## config.mk

```make
export PLATFORM = sky130hd
export DESIGN_NAME = tile_shape_cfg
export DESIGN_NICKNAME = d
export VERILOG_FILES = /design/src/rtl/tile_shape_pkg.sv /design/src/rtl/tile_shape_assembler.sv /design/src/rtl/tile_shape_check.sv /design/src/rtl/tile_shape_readback.sv /design/src/rtl/tile_shape_cfg.sv
export SDC_FILE = /design/constraint.sdc
export NUM_CORES = 1
export LEC_CHECK = 0
export ABC_AREA = 1
export BUFFER_PORTS_ARGS = -buffer_cell sky130_fd_sc_hd__buf_2
export CORE_ASPECT_RATIO = 2
export CORE_MARGIN = 4
export CORE_UTILIZATION = 60
export CTS_BUF_LIST = sky130_fd_sc_hd__clkbuf_4
export DETAILED_ROUTE_END_ITERATION = 6
export PLACE_DENSITY = 0.79
export SLEW_MARGIN = 25
export SYNTH_ARGS = -nofsm -noshare
export SYNTH_HDL_FRONTEND = slang
export SYNTH_SLANG_ARGS = --single-unit
export TNS_END_PERCENT = 50
```

## constraint.sdc

```tcl
create_clock -name clk_i -period 6.28 [get_ports clk_i]
set_input_delay 0.628 -clock clk_i [delete_from_list [all_inputs] [get_ports clk_i]]
set_output_delay 0.628 -clock clk_i [all_outputs]
set_load 0.05 [all_outputs]
```

## src/rtl/tile_shape_pkg.sv

```systemverilog
package tile_shape_pkg;
  localparam int REC_BYTES   = 64;
  localparam int REC_BITS    = REC_BYTES * 8;
  localparam int PAL_BYTE    = 0;
  localparam int COLB_BASE   = 16;
  localparam int ROWS_BASE   = 48;
  localparam int MAX_ROWS    = 16;
  localparam int MAX_COLB    = 64;
  localparam int MAX_PALETTE = 1;
  localparam int ROWS_W      = $clog2(MAX_ROWS + 1);
  localparam int COLB_W      = $clog2(MAX_COLB + 1);

  function automatic bit byte_is_field(int b, int nt);
    return (b == PAL_BYTE) ||
           (b >= COLB_BASE && b < COLB_BASE + 2 * nt) ||
           (b >= ROWS_BASE && b < ROWS_BASE + nt);
  endfunction
endpackage

```

## src/rtl/tile_shape_assembler.sv

```systemverilog
module tile_shape_assembler
  import tile_shape_pkg::*;
#(
  parameter int BEAT_BYTES = 4,
  localparam int BEAT_BITS = BEAT_BYTES * 8,
  localparam int NUM_BEATS = REC_BYTES / BEAT_BYTES,
  localparam int IDX_W     = (NUM_BEATS > 1) ? $clog2(NUM_BEATS) : 1
) (
  input  logic                 clk_i,
  input  logic                 rst_ni,
  input  logic                 flush_i,
  input  logic                 wr_i,
  input  logic [BEAT_BITS-1:0] wdata_i,
  output logic [REC_BITS-1:0]  rec_o,
  output logic                 rec_valid_o
);
  logic [IDX_W-1:0] cnt_q;

  always_ff @(posedge clk_i or negedge rst_ni) begin
    if (!rst_ni) begin
      cnt_q       <= '0;
      rec_o       <= '0;
      rec_valid_o <= 1'b0;
    end else begin
      rec_valid_o <= 1'b0;
      if (flush_i) begin
        cnt_q <= '0;
      end else if (wr_i) begin
        rec_o[int'(cnt_q)*BEAT_BITS +: BEAT_BITS] <= wdata_i;
        if (cnt_q == IDX_W'(NUM_BEATS - 1)) begin
          cnt_q       <= '0;
          rec_valid_o <= 1'b1;
        end else begin
          cnt_q <= cnt_q + 1'b1;
        end
      end
    end
  end

  // a complete record only follows an accepted, unflushed write
  a_r2_valid_after_write: assert property (@(posedge clk_i) disable iff (!rst_ni)
    rec_valid_o |-> ($past(wr_i) && !$past(flush_i)));
endmodule

```

## src/rtl/tile_shape_check.sv

```systemverilog
module tile_shape_check
  import tile_shape_pkg::*;
#(
  parameter int NUM_TILES = 8
) (
  input  logic [REC_BITS-1:0]         rec_i,
  output logic [7:0]                  palette_o,
  output logic [NUM_TILES*ROWS_W-1:0] rows_o,
  output logic [NUM_TILES*COLB_W-1:0] colb_o,
  output logic                        init_o,
  output logic                        bad_o
);
  logic [NUM_TILES-1:0] tile_bad;
  logic [REC_BYTES-1:0] rsv_hit;

  for (genvar t = 0; t < NUM_TILES; t++) begin : g_tile
    logic [15:0] colb_raw;
    logic [7:0]  rows_raw;
    assign colb_raw    = rec_i[(COLB_BASE + 2*t)*8 +: 16];
    assign rows_raw    = rec_i[(ROWS_BASE + t)*8 +: 8];
    assign tile_bad[t] = (rows_raw > 8'(MAX_ROWS)) || (colb_raw > 16'(MAX_COLB));
    assign rows_o[t*ROWS_W +: ROWS_W] = rows_raw[ROWS_W-1:0];
    assign colb_o[t*COLB_W +: COLB_W] = colb_raw[COLB_W-1:0];
  end

  for (genvar b = 0; b < REC_BYTES; b++) begin : g_byte
    if (byte_is_field(b, NUM_TILES)) begin : g_fld
      assign rsv_hit[b] = 1'b0;
    end else begin : g_rsv
      assign rsv_hit[b] = |rec_i[b*8 +: 8];
    end
  end

  assign palette_o = rec_i[PAL_BYTE*8 +: 8];
  assign init_o    = (palette_o == 8'd0);
  assign bad_o     = !init_o &&
                     ((palette_o > 8'(MAX_PALETTE)) || (|tile_bad) || (|rsv_hit));
endmodule

```

## src/rtl/tile_shape_readback.sv

```systemverilog
module tile_shape_readback
  import tile_shape_pkg::*;
#(
  parameter int NUM_TILES  = 8,
  parameter int BEAT_BYTES = 4,
  localparam int BEAT_BITS = BEAT_BYTES * 8,
  localparam int NUM_BEATS = REC_BYTES / BEAT_BYTES,
  localparam int IDX_W     = (NUM_BEATS > 1) ? $clog2(NUM_BEATS) : 1
) (
  input  logic                        configured_i,
  input  logic [7:0]                  palette_i,
  input  logic [NUM_TILES*ROWS_W-1:0] rows_i,
  input  logic [NUM_TILES*COLB_W-1:0] colb_i,
  input  logic [IDX_W-1:0]            addr_i,
  output logic [BEAT_BITS-1:0]        data_o
);
  logic [REC_BITS-1:0] img;

  always_comb begin
    img = '0;
    if (configured_i) begin
      img[PAL_BYTE*8 +: 8] = palette_i;
      for (int t = 0; t < NUM_TILES; t++) begin
        img[(COLB_BASE + 2*t)*8 +: 16] = 16'(colb_i[t*COLB_W +: COLB_W]);
        img[(ROWS_BASE + t)*8 +: 8]    = 8'(rows_i[t*ROWS_W +: ROWS_W]);
      end
    end
  end

  assign data_o = img[int'(addr_i)*BEAT_BITS +: BEAT_BITS];
endmodule

```

## src/rtl/tile_shape_cfg.sv

```systemverilog
module tile_shape_cfg
  import tile_shape_pkg::*;
#(
  parameter int NUM_TILES  = 8,
  parameter int BEAT_BYTES = 4,
  localparam int BEAT_BITS = BEAT_BYTES * 8,
  localparam int NUM_BEATS = REC_BYTES / BEAT_BYTES,
  localparam int IDX_W     = (NUM_BEATS > 1) ? $clog2(NUM_BEATS) : 1
) (
  input  logic                        clk_i,
  input  logic                        rst_ni,
  input  logic                        wr_i,
  input  logic [BEAT_BITS-1:0]        wdata_i,
  input  logic                        release_i,
  input  logic [IDX_W-1:0]            rd_addr_i,
  output logic [BEAT_BITS-1:0]        rd_data_o,
  output logic                        configured_o,
  output logic                        fault_o,
  output logic                        zero_tiles_o,
  output logic [NUM_TILES*ROWS_W-1:0] tile_rows_o,
  output logic [NUM_TILES*COLB_W-1:0] tile_colb_o
);
  logic [REC_BITS-1:0]         rec;
  logic                        rec_valid;
  logic [7:0]                  chk_pal;
  logic [NUM_TILES*ROWS_W-1:0] chk_rows;
  logic [NUM_TILES*COLB_W-1:0] chk_colb;
  logic                        chk_init, chk_bad;
  logic [7:0]                  pal_q;

  tile_shape_assembler #(.BEAT_BYTES(BEAT_BYTES)) u_asm (
    .clk_i, .rst_ni, .flush_i(release_i), .wr_i, .wdata_i,
    .rec_o(rec), .rec_valid_o(rec_valid)
  );

  tile_shape_check #(.NUM_TILES(NUM_TILES)) u_chk (
    .rec_i(rec), .palette_o(chk_pal), .rows_o(chk_rows), .colb_o(chk_colb),
    .init_o(chk_init), .bad_o(chk_bad)
  );

  // release wins over a record completing in the same cycle
  always_ff @(posedge clk_i or negedge rst_ni) begin
    if (!rst_ni) begin
      configured_o <= 1'b0;
      pal_q        <= '0;
      tile_rows_o  <= '0;
      tile_colb_o  <= '0;
      fault_o      <= 1'b0;
      zero_tiles_o <= 1'b0;
    end else begin
      fault_o      <= 1'b0;
      zero_tiles_o <= 1'b0;
      if (release_i || (rec_valid && chk_init)) begin
        configured_o <= 1'b0;
        pal_q        <= '0;
        tile_rows_o  <= '0;
        tile_colb_o  <= '0;
        zero_tiles_o <= 1'b1;
      end else if (rec_valid && chk_bad) begin
        fault_o <= 1'b1;
      end else if (rec_valid) begin
        configured_o <= 1'b1;
        pal_q        <= chk_pal;
        tile_rows_o  <= chk_rows;
        tile_colb_o  <= chk_colb;
      end
    end
  end

  tile_shape_readback #(.NUM_TILES(NUM_TILES), .BEAT_BYTES(BEAT_BYTES)) u_rb (
    .configured_i(configured_o), .palette_i(pal_q), .rows_i(tile_rows_o),
    .colb_i(tile_colb_o), .addr_i(rd_addr_i), .data_o(rd_data_o)
  );

  // a committed shape stays inside tile capacity
  for (genvar t = 0; t < NUM_TILES; t++) begin : g_sva
    a_r4_shape_in_range: assert property (@(posedge clk_i) disable iff (!rst_ni)
      configured_o |-> (tile_rows_o[t*ROWS_W +: ROWS_W] <= ROWS_W'(MAX_ROWS)) &&
                       (tile_colb_o[t*COLB_W +: COLB_W] <= COLB_W'(MAX_COLB)));
  end

  a_r5_fault_keeps_cfg: assert property (@(posedge clk_i) disable iff (!rst_ni)
    fault_o |-> ($stable(configured_o) && $stable(tile_rows_o) && $stable(tile_colb_o)));

  a_r6_zero_means_idle: assert property (@(posedge clk_i) disable iff (!rst_ni)
    zero_tiles_o |-> (!configured_o && tile_rows_o == '0 && tile_colb_o == '0));

  a_r7_release_pulses: assert property (@(posedge clk_i) disable iff (!rst_ni)
    release_i |=> (zero_tiles_o && !configured_o));

  a_r8_idle_reads_zero: assert property (@(posedge clk_i) disable iff (!rst_ni)
    !configured_o |-> (rd_data_o == '0));

  a_r10_pulses_exclusive: assert property (@(posedge clk_i) disable iff (!rst_ni)
    $onehot0({fault_o, zero_tiles_o}));
endmodule

```

# ---- After elaboration in Yosys (flattened, before gate mapping)
# Cells that the tools add are included.
dict set report word_totals {
  reg_bits 624
  out_inout_bits 131
  elab_cells 81
}
dict set report op_classes {
  n_addsub 2
  n_lt_le_gt_ge 17
  eq_ne 2
  n_shift 3
  muxes 25
  bitwise_logic 1
  n_reduce_logical 22
}
# operator count
set ops {}
lappend ops {{$bwmux W512} 1}
lappend ops {{$shift A32 B33 Y512 const A} 1}
lappend ops {{$shiftx A32 B33 Y512} 1}
lappend ops {{$shiftx A512 B10 Y32} 1}
lappend ops {{$reduce_or A312 Y1} 1}
lappend ops {{$mux W56} 3}
lappend ops {{$gt A16 B7 Y1 const B} 8}
lappend ops {{$mux W40} 3}
lappend ops {{$mux W119} 1}
lappend ops {{$gt A8 B5 Y1 const B} 8}
lappend ops {{$mux W61} 1}
lappend ops {{$neg A9 Y33} 1}
lappend ops {{$mux W8} 4}
lappend ops {{$mux W4} 3}
lappend ops {{$logic_or A1 B1 Y1} 11}
lappend ops {{$mux W1} 9}
lappend ops {{$gt A8 B1 Y1 const B} 1}
lappend ops {{$logic_not A8 Y1} 1}
lappend ops {{$reduce_or A8 Y1} 1}
lappend ops {{$add A4 B1 Y4 const B} 1}
lappend ops {{$eq A4 B4 Y1 const B} 1}
lappend ops {{$reduce_and A2 Y1} 2}
lappend ops {{$reduce_bool A2 Y1} 2}
lappend ops {{$logic_and A1 B1 Y1} 3}
lappend ops {{3 further kinds} 3}

# ---- Longest topological paths before layout
dict set report depth {
  depth_word 9
  mapped_depth 15
  mapped_depth_nobuf 13
}

# ---- Hierarchy
# A second synthesis with hierarchy kept.
dict set report unflattened {
  hier_cells 4172
  area_unflattened_um2 31385.1
}
# module instances cells_each area_each_um2
set modules_own_cells {}
lappend modules_own_cells {tile_shape_assembler 1 2840 23148.5}
lappend modules_own_cells {tile_shape_cfg 1 476 4405.5}
lappend modules_own_cells {tile_shape_check 1 604 2688.8}
lappend modules_own_cells {tile_shape_readback 1 252 1142.3}

# ---- Least setup slack after synthesis
# No wires, ideal clock.
dict set report synth_timing {
  path_type {input-to-output}
  startpoint {input port rd_addr_i[0]}
  endpoint {output port rd_data_o[3]}
  arrival_ns 3.126
  path_slack_ns 2.526
  path_stages 5
  n_path_buf 2
  path_cell_list {clkbuf_1 > inv_2 > clkbuf_1 > nor2_1 > o311ai_0}
}
dict set report synth_between {
  elab_chain_len 1
}
# element line
set synth_rtl {}
lappend synth_rtl {{from (decl)} tile_shape_cfg.sv:15} ;# input logic [IDX_W-1:0] rd_addr_i,
lappend synth_rtl {{$shiftx A512 B10 Y32} tile_shape_readback.sv:30} ;# assign data_o = img[int'(addr_i)*BEAT_BITS +: BEAT_BITS];
lappend synth_rtl {{to (decl)} tile_shape_cfg.sv:16} ;# output logic [BEAT_BITS-1:0] rd_data_o,
# No other way between the ends.

# ---- Final worst setup path
dict set report layout_timing {
  startpoint {register u_asm.cnt_q[0]}
  endpoint {register u_asm.rec_o[57]}
}
dict set report layout_between {
  elab_chain_len 3
  elab_cells_between_ends 4
  classes_between {add/sub: 1; shift: 2; mux: 1}
}
# element line
set layout_rtl {}
lappend layout_rtl {{from (decl)} tile_shape_assembler.sv:17} ;# logic [IDX_W-1:0] cnt_q;
lappend layout_rtl {{from (signal assigned)} tile_shape_assembler.sv:34} ;# cnt_q <= cnt_q + 1'b1;
lappend layout_rtl {{$neg A9 Y33 *} tile_shape_assembler.sv:29} ;# rec_o[int'(cnt_q)*BEAT_BITS +: BEAT_BITS] <= wdata_i;
lappend layout_rtl {{$shiftx A32 B33 Y512 or $shift A32 B33 Y512 (tied branches)} tile_shape_assembler.sv:29}
lappend layout_rtl {{$bwmux W512 *} tile_shape_assembler.sv:29}
lappend layout_rtl {{to (signal, indexed assignment)} tile_shape_assembler.sv:29}
lappend layout_rtl {{to (decl)} tile_shape_assembler.sv:14} ;# output logic [REC_BITS-1:0] rec_o,
# Every way passes the cells marked *; elsewhere a longest branch is shown, timed or not.
# A chain may end at the register's enable or synchronous reset.

==> run summary <==
======================================================================================
Result of the run ....................................................... finished, violations left
Failing checks .......................................................... design-rule violations
Largest driver fanout on the critical path ..............................           56
Worst-Skew Late Latency .................................................      0.92 ns
Main combinational cell family by area after synthesis .................. simple AND/OR/NAND/NOR gates
Number of I/O port buffers ..............................................          163
Total power density per cell area ....................................... 277.1 nW/um^2
Clock slew at the register clock pins of the worst setup and hold paths .      0.08 ns
Hold path startpoint ....................................................    release_i
CTS Root Buffer Type ....................................................     clkbuf_4
Compound-gate portion of the synthesized area ...........................       0.1275
Number of standard cells in the final layout excluding fillers ..........         4012
Yosys Warn Count ........................................................            0
Pin slew with the least headroom to its limit ...........................     1.071 ns
Total via count in the routed design ....................................        23410
Worst min-delay path class .............................................. input port to flip-flop
Average vias per placed instance ........................................        5.834
Wirelength per Cell ..................................................... 22.08 microns
Placeable core area .....................................................  44320 sq um
Post-route clock skew ...................................................   0.06486 ns
Multiplexer share of the synthesized area ...............................            0
Die height .............................................................. 307.3 microns
Adder and majority cell fraction of the synthesized area ................     0.001397
Final WS setup ..........................................................     2.155 ns
Stage delay of the slowest cell on the critical path ....................      0.69 ns
RSZ-0062 raised after global routing ....................................           no
Number of enable-type register cells in the synthesized netlist .........            0
Most numerous cell in the Yosys netlist .................................      nand2_1
Worst setup startpoint .................................................. u_asm.cnt_q[0]$_DFFE_PN0P_
Setup TNS after final layout ............................................         0 ns
Largest net degree at the start of global routing .......................          190
Register-to-register path setup slack ...................................      2.15 ns
Class of the most critical setup path ................................... flip-flop to flip-flop
Share of the clock period used by the worst path ........................       0.6569
Number of clock sinks ...................................................          624
XOR/XNOR Fraction of Synth Area .........................................    0.0006519
Final Routed Wirelength ................................................. 88610 microns
CP arrival ..............................................................      4.90 ns
Fraction of the yosys area taken by sequential cells ....................       0.5811
Vias in the first global route ..........................................        22990
Number of endpoints failing setup at the final stage ....................            0
Worst Setup End Kind ....................................................    flip-flop
Total grt overflow ......................................................            0
CP Data Required Time ...................................................      7.06 ns
Main flop type after synthesis ..........................................      dfrtp_1
Post-synthesis cell count ...............................................         3214
Final HPWL DP ........................................................... 64160 microns
CP most frequent cell ...................................................        inv_2
CP max-delay cell .......................................................        inv_2
Peak VDD IR .............................................................     236.3 uV
Layout cells sized above 1 ..............................................       0.1297
Standard cell area after detailed placement .............................  27870 sq um
Width of the chip ....................................................... 157.6 microns
Remaining antenna violation count after routing .........................            0
Number of top-level pins ................................................          171
Mean Syn Cell Area ......................................................  8.361 sq um
Cell-by-cell trace of the critical path ................................. buf_4 > inv_1 > ha_2 > nand2_2 > inv_2 > nor2_2 > inv_2 > nor2_4 > buf_4 > nand2_1 > inv_2 > nor2_1 > a21oi_1
Critical Path Source Type ...............................................    flip-flop
Cell types with the highest counts after synthesis ...................... 1013 x nand2_1, 624 x dfrtp_1, 519 x nor2_1
Start of the worst register-to-register path ............................ u_asm.cnt_q[0]$_DFFE_PN0P_
Highest Clock Rate ......................................................    242.4 MHz
Number of filler cells placed in the layout .............................         3645
Post-layout minimum cycle time ..........................................     4.125 ns
Max-slew headroom at the worst pin ......................................       0.2862
Global router's overall resource usage ..................................       0.3700
Initial antenna violation count .........................................            1
Synthesis-stage register bit count ......................................          624
Count of max-cap constraint violations ..................................            0
Overall die area ........................................................  48440 sq um
H-tree depth ............................................................            4
Unique masters post-synth ...............................................           38
RePlAce Congestion ......................................................        1.002
Area share of the largest cell type after synthesis .....................       0.5811
Proportion of synthesized flip-flops having asynchronous set or reset ...        1.000
DP Worst Slack ..........................................................     2.331 ns
Synth Cell Area .........................................................  26870 sq um
Count of final max-slew check failures ..................................            0
Reg-to-Reg End .......................................................... u_asm.rec_o[57]$_DFFE_PN0P_
Worst setup path endpoint ............................................... u_asm.rec_o[57]$_DFFE_PN0P_
Maximum buffer depth of the clock tree ..................................            3
Post-route cell area ....................................................  29780 sq um
DR iter-0 viols .........................................................         2343
Starting density of the core ............................................       0.6063
R2R cell count ..........................................................           13
Area contributors post-synth ............................................ dfrtp_1 58%, nand2_1 14%, nor2_1 7.2%, o21ai_0 3.3%, o31ai_1 2.7%
Postcts setup bufs ......................................................            0
Area delta synth->final .................................................       10.82%
Cell taking the most area after synthesis ...............................      dfrtp_1
Number of buffers added by the clock tree synthesis step ................          135
Residual DRC count ......................................................            1
Nets@finish .............................................................         3403
Fraction of the mapped netlist area in simple logic gates ...............       0.2396
Clock tree from TritonCTS ...............................................         done
Wire length of the first global-routing pass ............................ 133100 microns
Initial DRT Pass Iterations .............................................            7
Fin. Hold Viols .........................................................            0
Placed cell count .......................................................         3774
Power Total .............................................................     8.253 mW
Row cnt .................................................................          109
Pleak ...................................................................     15.22 nW
======================================================================================
[layout make-up]
class,instances,area [sq um],area share
clock inverters,33,301.5,0.01013
diodes,3,7.507,0.0002521
well taps,555,694.4,0.02332
multi-input cells,2264,10040,0.3373
repair buffers,183,1059,0.03555
clock buffers,198,1486,0.04992
flip-flops and latches,624,15620,0.5244
inverters,152,570.5,0.01916
[logic make-up after synthesis]
kind of cell / after synthesis
compound gates: 600
xor+xnor: 2
fa+ha+maj: 3
buf+inv: 332
flops: 624
other cells: 1
simple gates: 1652
[through the flow]
step | hold slack [ns] | utilization
2_1_floorplan | 0.3324 | -
3_3_place_gp | 0.4643 | 0.6285
3_5_place_dp | 0.4683 | 0.6288
4_1_cts | 0.005376 | 0.6696
5_1_grt | 0.05844 | 0.6717
6_report | 0.05177 | 0.6718
[where the power goes]
part / internal [mW] / switching [mW] / total [mW]
Sequential: 4.12 / 0.0571 / 4.18
Combinational: 0.171 / 0.640 / 0.811
Clock: 1.69 / 1.57 / 3.26
[sequential cells by signal (all words and copies together) (netlist names)]
signal	cells
configured_o	1
u_asm.cnt_q	4
pal_q	8
u_asm.rec_o	512
zero_tiles_o	1
tile_rows_o	40
u_asm.rec_valid_o	1
tile_colb_o	56
fault_o	1
[critical path: cells and delay by family (launching register included)]
kind            cells  cell delay, ns
compound gates      1            0.16
simple gates        5            1.12
fa+ha+maj           1            0.24
flops               1            0.35
buf+inv             6            2.12
[routing by layer]
| metal | global-route usage | routed length [microns] | vias up |
|---|---|---|---|
| met5 | 0 | 0 | - |
| met4 | 0.3499 | 10540 | 0 |
| met3 | 0.06806 | 6400 | 415 |
| met2 | 0.5951 | 42780 | 1228 |
| met1 | 0.4026 | 28880 | 11060 |
| li1 | - | - | 10700 |
[layout by cell type (no fill, tap or decap), types with 3 or more instances in the layout]
cell type  instances
nor2_4             5
o22ai_1           14
bufinv_16          6
nand3_1           83
nand2_4            5
nor2_1           518
nand2_1         1007
o21ai_1          128
clkbuf_4         198
o21a_1             5
buf_2            162
nand2_2            3
clkinv_1          20
conb_1             7
a21oi_1          134
nand3_4            3
dfrtp_1          623
inv_2             15
buf_12             3
nor2_2             7
o21ai_0          177
o31ai_2           12
o31ai_1           98
buf_4             13
diode_2            3
o311ai_0           4
a31oi_1           24
nand4_1           12
inv_1            138
nor3_1             3
[worst min-delay path by stage]
stage | endpoint | slack [ns] | cells after the start
floorplan | configured_o$_DFFE_PN0P_ | 0.33 | 0
global placement | u_asm.rec_o[261]$_DFFE_PN0P_ | 0.46 | 2
detailed placement | u_asm.rec_o[28]$_DFFE_PN0P_ | 0.47 | 2
CTS | zero_tiles_o$_DFF_PN0_ | 0.005 | 3
global route | u_asm.rec_o[376]$_DFFE_PN0P_ | 0.06 | 3
finish | zero_tiles_o$_DFF_PN0_ | 0.05 | 3
[repair_timing]
item / in CTS / in global routing
hold endpoints to repair: 84 / 0
resized for setup: 0 / 0
hold buffers: 2 / 0
Power figures use the tool's default switching activity.
